--- config.mk ---
export PLATFORM = sky130hd
export DESIGN_NAME = perceptron_trainer
export DESIGN_NICKNAME = d
export VERILOG_FILES = /design/src/rtl/perceptron_pkg.sv /design/src/rtl/pt_weight_pair.sv /design/src/rtl/pt_dot.sv /design/src/rtl/pt_epoch.sv /design/src/rtl/perceptron_trainer.sv
export SDC_FILE = /design/constraint.sdc
export NUM_CORES = 1
export LEC_CHECK = 0
export ABC_AREA = 1
export BUFFER_PORTS_ARGS = -buffer_cell sky130_fd_sc_hd__buf_2
export CAP_MARGIN = 15
export CORE_MARGIN = 5
export CORE_UTILIZATION = 60
export CTS_CLUSTER_SIZE = 12
export DETAILED_ROUTE_END_ITERATION = 6
export PLACE_DENSITY_LB_ADDON = 0.05
export SYNTH_ARGS = -nofsm -noshare
export SYNTH_HDL_FRONTEND = slang
export SYNTH_SLANG_ARGS = --single-unit
--- constraint.sdc ---
create_clock -name clk -period 9.3 [get_ports clk]
set_clock_uncertainty 0.05 [all_clocks]
set_input_delay 2.325 -clock clk [delete_from_list [all_inputs] [get_ports clk]]
set_output_delay 2.325 -clock clk [all_outputs]
set_load 0.05 [all_outputs]
--- src/rtl/perceptron_pkg.sv ---
package perceptron_pkg;
  // bipolar value carried on one bit
  typedef enum logic {BIP_NEG = 1'b0, BIP_POS = 1'b1} bip_e;

  // product of two bipolar values is +1 when the bits agree
  function automatic logic bip_agree(input logic a, input logic b);
    return ~(a ^ b);
  endfunction
endpackage

--- src/rtl/pt_weight_pair.sv ---
module pt_weight_pair #(
  parameter int W     = 8,
  parameter int GMIN  = 5,
  parameter int GMAX  = 50,
  parameter int GINIT = 27,
  parameter int STEP  = 6
) (
  input  logic         clk,
  input  logic         rst_n,
  input  logic         upd_en,
  input  logic         raise,
  output logic [W-1:0] p_q,
  output logic [W-1:0] n_q
);
  localparam logic [W-1:0] STEP_W = W'(STEP);
  localparam logic [W-1:0] HI_W   = W'(GMAX);
  localparam logic [W-1:0] LO_W   = W'(GMIN);
  localparam logic [W-1:0] INIT_W = W'(GINIT);
  localparam logic [W-1:0] HI_TH  = W'(GMAX - STEP);
  localparam logic [W-1:0] LO_TH  = W'(GMIN + STEP);

  logic [W-1:0] p_d, n_d;

  function automatic logic [W-1:0] step_up(input logic [W-1:0] v);
    return (v > HI_TH) ? HI_W : v + STEP_W;
  endfunction

  function automatic logic [W-1:0] step_dn(input logic [W-1:0] v);
    return (v < LO_TH) ? LO_W : v - STEP_W;
  endfunction

  always_comb begin
    p_d = p_q;
    n_d = n_q;
    if (upd_en) begin
      p_d = raise ? step_up(p_q) : step_dn(p_q);
      n_d = raise ? step_dn(n_q) : step_up(n_q);
    end
  end

  always_ff @(posedge clk or negedge rst_n) begin
    if (!rst_n) begin
      p_q <= INIT_W;
      n_q <= INIT_W;
    end else if (upd_en) begin
      p_q <= p_d;
      n_q <= n_d;
    end
  end
endmodule

--- src/rtl/pt_dot.sv ---
module pt_dot #(
  parameter int N_W = 10,
  parameter int W   = 8
) (
  input  logic [N_W-1:0]        x,
  input  logic [N_W-1:0][W-1:0] p_vec,
  input  logic [N_W-1:0][W-1:0] n_vec,
  output logic                  y_pos
);
  localparam int SW = W + 2 + $clog2(N_W);

  logic signed [SW-1:0] acc;
  logic signed [SW-1:0] term;

  always_comb begin
    acc  = '0;
    term = '0;
    for (int i = 0; i < N_W; i++) begin
      term = $signed({{(SW-W){1'b0}}, p_vec[i]}) - $signed({{(SW-W){1'b0}}, n_vec[i]});
      if (x[i]) acc = acc + term;
      else      acc = acc - term;
    end
    y_pos = ~acc[SW-1];
  end
endmodule

--- src/rtl/pt_epoch.sv ---
module pt_epoch #(
  parameter int LEN = 50,
  parameter int CW  = 6
) (
  input  logic          clk,
  input  logic          rst_n,
  input  logic          fire,
  input  logic          miss,
  output logic [CW-1:0] err_count,
  output logic          done
);
  localparam int PW = (LEN > 1) ? $clog2(LEN) : 1;
  localparam logic [PW-1:0] LAST = PW'(LEN - 1);

  logic [PW-1:0] cnt_q, cnt_d;
  logic [CW-1:0] errs_q, errs_d, errs_sum, err_d;
  logic          done_d;

  always_comb begin
    errs_sum = errs_q + CW'(miss);
    cnt_d    = cnt_q;
    errs_d   = errs_q;
    err_d    = err_count;
    done_d   = done;
    if (fire) begin
      if (cnt_q == LAST) begin
        cnt_d  = '0;
        errs_d = '0;
        err_d  = errs_sum;
        done_d = done | (errs_sum == '0);
      end else begin
        cnt_d  = cnt_q + 1'b1;
        errs_d = errs_sum;
      end
    end
  end

  always_ff @(posedge clk or negedge rst_n) begin
    if (!rst_n) begin
      cnt_q     <= '0;
      errs_q    <= '0;
      err_count <= '0;
      done      <= 1'b0;
    end else if (fire) begin
      cnt_q     <= cnt_d;
      errs_q    <= errs_d;
      err_count <= err_d;
      done      <= done_d;
    end
  end
endmodule

--- src/rtl/perceptron_trainer.sv ---
module perceptron_trainer #(
  parameter int N_PIX     = 9,
  parameter int W         = 8,
  parameter int GMIN      = 5,
  parameter int GMAX      = 50,
  parameter int GINIT     = 27,
  parameter int ALPHA     = 3,
  parameter int EPOCH_LEN = 50,
  parameter int CW        = $clog2(EPOCH_LEN + 1)
) (
  input  logic             clk,
  input  logic             rst_n,
  input  logic             in_valid,
  output logic             in_ready,
  input  logic [N_PIX-1:0] in_pixels,
  input  logic             in_label,
  output logic             out_valid,
  output logic             out_class,
  output logic             out_miss,
  output logic [CW-1:0]    err_count,
  output logic             done
);
  import perceptron_pkg::*;

  localparam int N_W  = N_PIX + 1;
  localparam int STEP = 2 * ALPHA;

  logic [1:0]                rs_q;
  logic                      rst_i;
  logic [N_W-1:0]            x_full;
  logic [N_W-1:0][W-1:0]     p_vec, n_vec;
  logic                      y_pos, fire, miss;

  // asynchronous assertion, synchronous release
  always_ff @(posedge clk or negedge rst_n) begin
    if (!rst_n) rs_q <= 2'b00;
    else        rs_q <= {rs_q[0], 1'b1};
  end
  assign rst_i    = rs_q[1];
  assign in_ready = rst_i;

  assign x_full = {in_pixels, BIP_POS};
  assign fire   = in_valid & in_ready;
  assign miss   = y_pos ^ in_label;

  pt_dot #(.N_W(N_W), .W(W)) u_dot (
    .x     (x_full),
    .p_vec (p_vec),
    .n_vec (n_vec),
    .y_pos (y_pos)
  );

  for (genvar g = 0; g < N_W; g++) begin : g_w
    pt_weight_pair #(
      .W(W), .GMIN(GMIN), .GMAX(GMAX), .GINIT(GINIT), .STEP(STEP)
    ) u_pair (
      .clk    (clk),
      .rst_n  (rst_i),
      .upd_en (fire & miss),
      .raise  (bip_agree(x_full[g], in_label)),
      .p_q    (p_vec[g]),
      .n_q    (n_vec[g])
    );
  end

  pt_epoch #(.LEN(EPOCH_LEN), .CW(CW)) u_epoch (
    .clk       (clk),
    .rst_n     (rst_i),
    .fire      (fire),
    .miss      (miss),
    .err_count (err_count),
    .done      (done)
  );

  always_ff @(posedge clk or negedge rst_i) begin
    if (!rst_i) begin
      out_valid <= 1'b0;
      out_class <= 1'b0;
      out_miss  <= 1'b0;
    end else begin
      out_valid <= fire;
      if (fire) begin
        out_class <= y_pos;
        out_miss  <= miss;
      end
    end
  end
endmodule

==> summary.txt <==
Status
  • Status: finished with violations
  • Failing checks: negative setup slack

CTS
  • CTS Hold Bufs: 0
  • Clock-pin slew on the worst setup and hold paths: approximately 0.09 ns
  • Root buf cell: clkbuf_16
  • Clock tree buffer depth: 2
  • TritonCTS buffer count: 17
  • Clock Latency Late Sink: between 0.5 and 0.6 ns
  • Clock sinks: 184
  • H-tree Lvls: 4
  • CTS tree: done

Place
  • Routability congestion estimate: between 0.9 and 1
  • Buffers on Ports: 23
  • Hpwl dp: 48100 µm
  • Pre-CTS worst setup slack: -2.94 ns

Final layout
  • Diode count: 0
  • Commonest non-fill, non-tap cell in the layout: nand2_1
  • Most frequent cells in the layout: nand2_1, inv_1, buf_4, nor2_1, ha_1
  • Core Util, Final: between 70% and 80%
  • Layout cells sized above 1: about a quarter
  • Fin nets: between 4000 and 5000
  • Area grow syn2layout: 25.0%

Synthesis
  • Mapped Cells: ~3500
  • YS warnings: 0
  • Synthesized area per cell: a little under 7 µm²
  • Library cells used by synthesis: 69
  • Fraction of registers with async set/reset: 100%
  • Netlist Area Pre-Place: around 0.024 mm²
  • Synthesized flop and latch total: roughly 180
  • Post-synthesis sequential area ratio: about 20%
  • Post-synth EDFFs: 0
  • Synth Flop Type: dfrtp_1
  • Synthesized Nets: about 3800

STA
  • Post-layout minimum cycle time: 11.33 ns
  • F_max: around 0.088 GHz
  • PnR worst setup slack: -2.03 ns
  • Fin. Hold Viols: 0
  • Tcrit/Tclk final: 122%
  • Slew Viols, Final: 0
  • RSZ-0062 raised after global routing: true
  • Worst slew pin tran: roughly 1 ns
  • Hold slack: between 0.1 and 0.15 ns
  • Worst slew margin relative to its limit: between 30% and 40%
  • # setup viols final: around 180

Critical path
  • WP data arrival: between 10 and 15 ns
  • Max incr delay on CP: approximately 0.6 ns
  • Startpoint types: input port
  • Slowest stage cell, crit path: fa_2
  • Most used cell, CP: nand2_1
  • Critical Path Sink Type: flip-flop
  • Critical path fanouts, max: 4
  • Worst endpoint required time: 9.71 ns
  • Flop-to-flop setup slack: -1.63 ns
  • Setup CP Type: input port to flip-flop

Global routing
  • Vias in the first global route: 23300
  • Largest net degree at the start of global routing: 63
  • Total grt overflow: 0
  • Tot GR Track Use: 29.5%
  • First-pass GRT wire length: roughly 110000 µm
  • Initial antenna violation count: 0

Die
  • Row count: 73
  • Initial Util: about three fifths
  • Die Span Y: around 210 µm
  • Core area: 0.0395 mm²
  • Top Ports: 24
  • Die X: 209 µm
  • DIE AREA: around 0.044 mm²

Hold path
  • Hold WC Path Type: flip-flop to asynchronous set/reset pin

Detailed routing
  • Detailed Route WL: between 60000 and 70000 µm
  • Vias per cell: roughly 5.6
  • Pre-antenna DRT Iters: 7
  • Initial drt markers: between 2000 and 2500
  • Vias: 24400
  • DRC Markers: 0
  • Post-DRT Antenna Nets: 0
  • Routed len/inst: roughly 16 µm

Flow run
  • Max-Cap Viols: 0
-- sequential cells by signal (all words and copies together) (netlist names) --
name and flops:
u_epoch.done 1, out_valid 1, g_w.u_pair.n_q 80, rs_q 2, g_w.u_pair.p_q 80, u_epoch.cnt_q 6, u_epoch.errs_q 6, u_epoch.err_count 6
out_class 1, out_miss 1
-- stage by stage --
| step | area [µm²] | std cells | setup TNS [ns] |
|---|---|---|---|
| after floorplan | 24400 | 3473 | -259.88 |
| after global placement | 27200 | 4268 | -430.37 |
| after detailed placement | 27200 | 4268 | -475.02 |
| after CTS | 28900 | 4332 | -314.27 |
| after global routing | 29800 | 4356 | -405.56 |
| final | 29800 | 4356 | -329.90 |
-- worst max-delay path, delay by kind of cell --
family,cells,cell delay [ns]
fa+ha+maj,11,4.25
compound gates,12,1.99
simple gates,15,1.48
xor+xnor,5,0.84
buf+inv,8,0.83
-- path summary, 6_finish.rpt --
| check | start | to | depth (start not counted) |
|---|---|---|---|
| hold / removal | rs_q[1]$_DFF_PN0_ | g_w[9].u_pair.p_q[7]$_DFFE_PN0P_ | 0 |
| setup / recovery | in_pixels[0] | u_epoch.done$_DFFE_PN0P_ | 51 |
| min in group clk | rs_q[0]$_DFF_PN0_ | rs_q[1]$_DFF_PN0_ | 0 |
| max in group asynchronous | rs_q[1]$_DFF_PN0_ | g_w[4].u_pair.n_q[7]$_DFFE_PN0P_ | 2 |
| setup reg to reg | g_w[1].u_pair.p_q[0]$_DFFE_PN1P_ | u_epoch.done$_DFFE_PN0P_ | 55 |
| hold reg to reg | rs_q[1]$_DFF_PN0_ | g_w[9].u_pair.p_q[7]$_DFFE_PN0P_ | 0 |
-- repair_timing --
item	in CTS	in global routing
setup endpoints to repair	175	175
pin swaps	82	66
setup buffers	19	19
gates resized for setup	111	121
cloned	13	11
-- per-layer routing --
layer / up-vias / wire length [µm] / GRT usage [%]
met5: - / 0 / 0
met4: 0 / 2060 / 10.0
met3: 160 / 3300 / 4.53
met2: 711 / 32800 / 50.2
met1: 11400 / 30100 / 38.4
li1: 12100 / - / -
-- synth_stat cells, types with 5 or more instances --
cell type  instances  area share [%]
a221oi_1          10            0.37
a211oi_1           7            0.22
inv_1            527             8.3
o22ai_1           22            0.58
a41oi_1           10            0.37
o21bai_1          12            0.38
inv_2             16            0.25
o221ai_1           5            0.18
a21o_1             9            0.28
clkbuf_1          45            0.71
xor2_1           217             8.0
nand2_2           38             1.0
o211ai_1          16            0.50
dfstp_2           80             8.8
dfrtp_1          104              11
a311oi_1          11            0.40
nand2_1          771              12
o311ai_0           5            0.18
nor2_1           229             3.6
o2111ai_1          8            0.29
a21oi_2            9            0.33
buf_4              5            0.16
or2_2             16            0.42
buf_1              5           0.079
clkinv_1           7            0.11
ha_1             250              13
nor3_1            39            0.82
o21ai_2           88             3.2
o21ai_1            5            0.11
nand3b_1          13            0.41
nand3_1          221             4.6
nand3_2            9            0.38
nand4_1           68             1.8
fa_1              18             1.5
o31ai_1            7            0.22
and3_1            11            0.29
a22oi_1            6            0.19
a21oi_1          208             4.4
a21boi_0          15            0.47
buf_6             27             1.3
nor4_1            15            0.39
o21ai_0          152             3.2
xnor2_1           75             2.8
or2_1              5            0.13
a31oi_1           17            0.45
-- logic make-up (layout without fill, tap and decap cells) --
family          after synthesis  after routing  synth area share (%)
compound gates              647            647                  17.3
xor+xnor                    294            294                  10.9
fa+ha+maj                   268            268                  14.6
buf+inv                     635            992                  11.1
flops                       184            184                  19.8
other cells                   1              1                0.0157
simple gates               1444           1445                  26.3
-- final cells by class --
cell class	count	area (µm²)
Fill cell	3053	9700
Multi-Input combinational cell	2655	17800
Clock inverter	14	195
Timing Repair Buffer	410	3870
Sequential cell	184	4710
Tap cell	525	657
Inverter	550	2080
Clock buffer	18	429
Power is not shown: default switching activity piles up to over one toggle a cycle in this logic, so the estimate is an artifact.
